## src/rtl/i2c_cmd_pkg.sv

```systemverilog
package i2c_cmd_pkg;

  typedef enum logic [2:0] {
    ST_IDLE,
    ST_ADDR,
    ST_ADDR_ACK,
    ST_DATA,
    ST_DATA_ACK,
    ST_SKIP
  } slv_state_t;

  // Address byte: seven address bits then R/W in bit 0; only writes match.
  function automatic logic addr_hit(input logic [7:0] abyte,
                                    input logic [5:0] base,
                                    input logic       strap);
    return (abyte[7:1] == {base, strap}) && !abyte[0];
  endfunction

  // A data byte is taken while its position is inside the register bank.
  function automatic logic byte_taken(input int unsigned pos,
                                      input int unsigned nregs);
    return pos < nregs;
  endfunction

endpackage

```

## src/rtl/i2c_glitch_filter.sv

```systemverilog
module i2c_glitch_filter #(
  parameter int unsigned STABLE = 12
) (
  input  logic clk,
  input  logic rst_n,
  input  logic line_i,
  output logic line_o
);
  localparam int unsigned CW = $clog2(STABLE + 1);

  logic [1:0]    sync_q;
  logic [CW-1:0] cnt_q;

  always_ff @(posedge clk or negedge rst_n) begin
    if (!rst_n) begin
      sync_q <= 2'b11;
      cnt_q  <= '0;
      line_o <= 1'b1;
    end else begin
      sync_q <= {sync_q[0], line_i};
      if (sync_q[1] == line_o) begin
        cnt_q <= '0;
      end else if (cnt_q == CW'(STABLE - 1)) begin
        line_o <= sync_q[1];
        cnt_q  <= '0;
      end else begin
        cnt_q <= cnt_q + 1'b1;
      end
    end
  end
endmodule

```

## src/rtl/i2c_bus_events.sv

```systemverilog
module i2c_bus_events (
  input  logic clk,
  input  logic rst_n,
  input  logic scl_f,
  input  logic sda_f,
  output logic start_evt,
  output logic stop_evt,
  output logic scl_rise_evt,
  output logic scl_fall_evt
);
  logic scl_q, sda_q;

  always_ff @(posedge clk or negedge rst_n) begin
    if (!rst_n) begin
      scl_q <= 1'b1;
      sda_q <= 1'b1;
    end else begin
      scl_q <= scl_f;
      sda_q <= sda_f;
    end
  end

  assign start_evt    = scl_f & scl_q & sda_q & ~sda_f;
  assign stop_evt     = scl_f & scl_q & ~sda_q & sda_f;
  assign scl_rise_evt = scl_f & ~scl_q;
  assign scl_fall_evt = ~scl_f & scl_q;
endmodule

```

## src/rtl/i2c_cmd_regs.sv

```systemverilog
module i2c_cmd_regs #(
  parameter int unsigned DW    = 8,
  parameter int unsigned NREGS = 2
) (
  input  logic                clk,
  input  logic                rst_n,
  input  logic [NREGS-1:0]    wr_vec,
  input  logic [DW-1:0]       wdata,
  output logic [NREGS*DW-1:0] q_flat,
  output logic [NREGS-1:0]    stb
);
  for (genvar g = 0; g < NREGS; g++) begin : g_reg
    always_ff @(posedge clk or negedge rst_n) begin
      if (!rst_n) begin
        q_flat[g*DW +: DW] <= '0;
        stb[g]             <= 1'b0;
      end else begin
        stb[g] <= wr_vec[g];
        if (wr_vec[g]) q_flat[g*DW +: DW] <= wdata;
      end
    end
  end
endmodule

```

## src/rtl/i2c_cmd_slave.sv

```systemverilog
module i2c_cmd_slave
  import i2c_cmd_pkg::*;
#(
  parameter int unsigned DW          = 8,
  parameter logic [5:0]  ADDR_BASE   = 6'b101000,
  parameter int unsigned FILT_CYCLES = 12
) (
  input  logic          clk,
  input  logic          rst_n,
  input  logic          scl_i,
  input  logic          sda_i,
  input  logic          addr_strap,
  output logic          sda_oe,
  output logic [DW-1:0] cmd0_q,
  output logic [DW-1:0] cmd1_q,
  output logic          cmd0_upd,
  output logic          cmd1_upd
);
  localparam int unsigned NREGS = 2;
  localparam int unsigned IDXW  = $clog2(NREGS + 1);
  localparam int unsigned BCW   = $clog2(DW + 1);

  logic scl_f, sda_f;
  logic start_evt, stop_evt, scl_rise_evt, scl_fall_evt;

  i2c_glitch_filter #(.STABLE(FILT_CYCLES)) u_flt_scl (
    .clk(clk), .rst_n(rst_n), .line_i(scl_i), .line_o(scl_f));
  i2c_glitch_filter #(.STABLE(FILT_CYCLES)) u_flt_sda (
    .clk(clk), .rst_n(rst_n), .line_i(sda_i), .line_o(sda_f));

  i2c_bus_events u_evt (
    .clk(clk), .rst_n(rst_n), .scl_f(scl_f), .sda_f(sda_f),
    .start_evt(start_evt), .stop_evt(stop_evt),
    .scl_rise_evt(scl_rise_evt), .scl_fall_evt(scl_fall_evt));

  slv_state_t      state_q;
  logic [BCW-1:0]  bit_cnt_q;
  logic [DW-1:0]   shreg_q;
  logic [IDXW-1:0] idx_q;
  logic            take_q;
  logic            start_hold_q;
  logic            stop_ok;
  logic            commit;
  logic [NREGS-1:0] wr_vec;

  assign stop_ok = stop_evt & ~start_hold_q;
  assign commit  = (state_q == ST_DATA_ACK) & scl_fall_evt & take_q &
                   ~start_evt & ~stop_ok;

  for (genvar g = 0; g < NREGS; g++) begin : g_sel
    assign wr_vec[g] = commit & (idx_q == IDXW'(g));
  end

  always_ff @(posedge clk or negedge rst_n) begin
    if (!rst_n) begin
      state_q      <= ST_IDLE;
      bit_cnt_q    <= '0;
      shreg_q      <= '0;
      idx_q        <= '0;
      take_q       <= 1'b0;
      start_hold_q <= 1'b0;
      sda_oe       <= 1'b0;
    end else begin
      if (start_evt)         start_hold_q <= 1'b1;
      else if (scl_fall_evt) start_hold_q <= 1'b0;

      if (start_evt) begin
        state_q   <= ST_ADDR;
        bit_cnt_q <= '0;
        idx_q     <= '0;
        sda_oe    <= 1'b0;
      end else if (stop_ok) begin
        state_q <= ST_IDLE;
        sda_oe  <= 1'b0;
      end else begin
        unique case (state_q)
          ST_ADDR, ST_DATA: begin
            if (scl_rise_evt) begin
              shreg_q   <= {shreg_q[DW-2:0], sda_f};
              bit_cnt_q <= bit_cnt_q + 1'b1;
            end else if (scl_fall_evt && bit_cnt_q == BCW'(DW)) begin
              if (state_q == ST_ADDR) begin
                if (addr_hit(shreg_q, ADDR_BASE, addr_strap)) begin
                  sda_oe  <= 1'b1;
                  state_q <= ST_ADDR_ACK;
                end else begin
                  state_q <= ST_SKIP;
                end
              end else begin
                take_q  <= byte_taken(int'(idx_q), NREGS);
                sda_oe  <= byte_taken(int'(idx_q), NREGS);
                state_q <= ST_DATA_ACK;
              end
            end
          end
          ST_ADDR_ACK, ST_DATA_ACK: begin
            if (scl_fall_evt) begin
              sda_oe    <= 1'b0;
              state_q   <= ST_DATA;
              bit_cnt_q <= '0;
              if (state_q == ST_DATA_ACK && take_q) idx_q <= idx_q + 1'b1;
            end
          end
          default: ;
        endcase
      end
    end
  end

  logic [NREGS*DW-1:0] q_flat;
  logic [NREGS-1:0]    stb;

  i2c_cmd_regs #(.DW(DW), .NREGS(NREGS)) u_regs (
    .clk(clk), .rst_n(rst_n), .wr_vec(wr_vec), .wdata(shreg_q),
    .q_flat(q_flat), .stb(stb));

  assign cmd0_q   = q_flat[0 +: DW];
  assign cmd1_q   = q_flat[DW +: DW];
  assign cmd0_upd = stb[0];
  assign cmd1_upd = stb[1];
endmodule

```

## config.mk

```make
export PLATFORM = sky130hd
export DESIGN_NAME = i2c_cmd_slave
export DESIGN_NICKNAME = d
export VERILOG_FILES = /design/src/rtl/i2c_cmd_pkg.sv /design/src/rtl/i2c_glitch_filter.sv /design/src/rtl/i2c_bus_events.sv /design/src/rtl/i2c_cmd_regs.sv /design/src/rtl/i2c_cmd_slave.sv
export SDC_FILE = /design/constraint.sdc
export NUM_CORES = 1
export LEC_CHECK = 0
export ABC_AREA = 1
export BUFFER_PORTS_ARGS = -buffer_cell sky130_fd_sc_hd__buf_2
export CELL_PAD_IN_SITES_DETAIL_PLACEMENT = 0
export CELL_PAD_IN_SITES_GLOBAL_PLACEMENT = 1
export CORE_MARGIN = 5
export CORE_UTILIZATION = 45
export DETAILED_ROUTE_END_ITERATION = 7
export GPL_ROUTABILITY_DRIVEN = 1
export GPL_TIMING_DRIVEN = 0
export HOLD_SLACK_MARGIN = 0.1
export PLACE_DENSITY = 0.87
export SYNTH_ARGS = -nofsm -noshare
export SYNTH_HDL_FRONTEND = slang
export SYNTH_HIERARCHICAL = 1
export SYNTH_SLANG_ARGS = --single-unit
```

## constraint.sdc

```tcl
create_clock -name clk -period 1.9 [get_ports clk]
set_input_delay 0.285 -clock clk [delete_from_list [all_inputs] [get_ports clk]]
set_output_delay 0.285 -clock clk [all_outputs]
set_load 0.02 [all_outputs]
```

==> metrics <==
outcome complete, no violations; WP data required ~2.1 ns; post-synthesis register bit count 54; cts bufs inserted 5; Yosys cell types 30; compound-gate portion of the synthesized area 6.47%; unrepaired setup endpoints after global routing yes; # clock sinks 54; Horiz. Die Dim roughly 85 um; I/O Buffers 23; # fillers 530; Setup crit end kind flip-flop; WHS ~0.2 ns; Gate power share 3.6%; Startpoint Class flip-flop; Die Footprint approximately 7300 sq um; Max Slew Vio Count 0; worst vdd ir ~370 uV; Clk Latency, worst-skew pair ~0.3 ns; DR WL/cell 10.9 um; Worst Skew between 0.009 and 0.01 ns; Switching Fraction between 20% and 30%; clock-pin slew on the worst setup and hold paths about 0.10 ns; Hold/Removal Path Class input pin to async pin; final WL 4230 um; initial antenna violation count 0; register area approximately 1400 sq um; largest net degree at the start of global routing 55; PD cells 695 nW/um^2; period utilization about 92%; Worst EP arrival 1.95 ns; Synth Warn # 6; Root Driver clkbuf_8; pre-CTS WS 0.00795 ns; GRT overflow 0; Total Routing Usage GR 12.8%; Max Fclk around 0.57 GHz; mux contribution to synthesized area 0%; maxcap violations 0; WS Path Type flip-flop to flip-flop; Final setup viols 0; multi-input logic area between 1000 and 1500 sq um; Pre-antenna DRT Iters 4; area grow syn2layout 13.6%; most common cell after layout, fill and taps aside nand2_1; vias in the first global route approximately 1800; slew margin rel. ~23%; sequential area share after synthesis 53.3%; Starting Density a little under half; routability cong. about 0.74; IO Pins 24; ANT cells 0; Worst Max-Slew Pin Slew roughly 1.2 ns; final worst slack 0.152 ns; fin crit period roughly 1.7 ns; Post-Synth Adder-Cell Area just under 3%; Synth Area per Inst 8.99 sq um; flop-to-flop setup slack approximately 0.15 ns; Post-CTS Setup Inserts 0; fraction of layout cells with a size suffix above 1 a little over a quarter; Vias per Instance about 4.7; most frequent cells in the layout 93 x nand2_1, 46 x dfrtp_1, 32 x inv_1; fin util between 50% and 60%; Mapped Cells between 200 and 300; DR vias roughly 1800; Site Rows 27; Flop pwr share about 59%; Synth Net Count approximately 300; Final ANT Viol Nets 0; drt initial violations 70; H-Tree Depth 2; synthesized-area fraction occupied by and/or/nand/nor cells between 20% and 30%; # nets final 327; Max clock buf depth 2; dpl hpwl 3060 um; Die H 85.3 um; clock power share a little under two fifths; largest family of logic cells by synthesized area simple AND/OR/NAND/NOR gates; core area between 5000 and 6000 sq um; Mapped Area between 2000 and 3000 sq um; switching power between 0.0004 and 0.0005 W; Pleak ~1.5 nW; TritonCTS clock tree built; Fin. Hold Viols 0; Synth Area in XOR/XNOR between 1 and 1.5%; number of remaining DRC errors 0; crit path max fanout 9; first-pass GRT wire length approximately 7700 um; internal power roughly 0.0016 W
-- logic make-up (layout without fill, tap and decap cells) --
kind of cell,after synthesis,after routing
xor+xnor,4,4
flops,54,54
fa+ha+maj,6,6
compound gates,25,25
simple gates,152,152
buf+inv,43,76
-- critical path: stages (launching register included) --
cell and delay [ns]:
dfstp_2 0.55, inv_1 0.06, nor2_4 0.13, and3_1 0.17, nand2_1 0.07, nor2_2 0.13, inv_2 0.05, nor2_1 0.15
buf_6 0.16, inv_2 0.07, nand2_1 0.07, nand2_1 0.04
-- through the flow --
step | cells | TNS [ns] | power (W) | area, sq um
3_3_place_gp | 379 | -0.0269 | 0.00128 | 2760
5_1_grt | 389 | -0.120 | 0.00211 | 2900
6_report | 389 | 0 | 0.00202 | 2900
2_1_floorplan | 284 | 0 | 0.00124 | 2550
4_1_cts | 389 | 0 | 0.00205 | 2890
3_5_place_dp | 379 | 0 | 0.00128 | 2760
-- flip-flops by register name, indices dropped and copies added (netlist names), 3 cells and up --
register         flops
bit_cnt_q            4
u_flt_scl/cnt_q      4
shreg_q              8
u_flt_sda/cnt_q      4
u_regs/q_flat       16
state_q              3
-- cell usage after synthesis (all sizes together) --
cell type / number / area, sq um
a21boi: 2 / 15.0
a21oi: 2 / 17.5
and3: 1 / 6.26
buf: 3 / 42.5
dfrtp: 46 / 1150
dfstp: 8 / 210
ha: 6 / 75.1
inv: 40 / 155
nand2: 109 / 469
nand3: 12 / 87.6
nand3b: 1 / 20.0
nand4: 3 / 18.8
nor2: 23 / 96.3
nor3: 3 / 20.0
o211ai: 1 / 7.51
o21ai: 19 / 118
o21bai: 1 / 7.51
xnor2: 2 / 17.5
xor2: 2 / 17.5
-- worst paths after layout --
kind	endpoint	depth (start not counted)	startpoint
max	u_regs/q_flat[7]	11	u_evt/scl_q
min	u_regs/q_flat[14]	1	rst_n
max reg2reg	u_regs/q_flat[7]	11	u_evt/scl_q
min reg2reg	u_flt_scl/sync_q[1]	0	u_flt_scl/sync_q[0]
max in group asynchronous	start_hold_q	1	rst_n
min in group clk	u_flt_scl/sync_q[1]	0	u_flt_scl/sync_q[0]
-- routing by layer --
layer | vias up | global-route usage [%] | wire length, um
li1 | 940 | - | -
met1 | 845 | 16.7 | 2120
met5 | - | 0 | 0
met2 | 26 | 20.6 | 1860
met3 | 2 | 3.98 | 214
met4 | 0 | 3.45 | 29
-- power groups by stage --
stage	Clock [W]	Combinational [W]	Sequential (W)
2_1_floorplan	0	0.0000379	0.00120
6_report	0.000759	0.0000731	0.00118
3_3_place_gp	0	0.0000711	0.00121
4_1_cts	0.000790	0.0000763	0.00118
5_1_grt	0.000840	0.0000870	0.00119
3_5_place_dp	0	0.0000724	0.00121
-- cell type report --
type / count / share of cell area (%)
clock buffer: 5 / 2.37
sequential: 54 / 46.9
timing repair buffer: 25 / 4.66
inverter: 40 / 5.35
tap: 72 / 3.11
multi-input combinational: 187 / 34.6
clock inverter: 3 / 1.51
buffer: 3 / 1.47
-- repair_timing --
| action | CTS | global route |
|---|---|---|
| resized for setup | 1 | 2 |
| endpoints found under the setup margin | 3 | 22 |
| hold buffers | 2 | 0 |
| hold endpoints to repair | 2 | 0 |
Note: power is estimated with default switching activity, not from simulation.
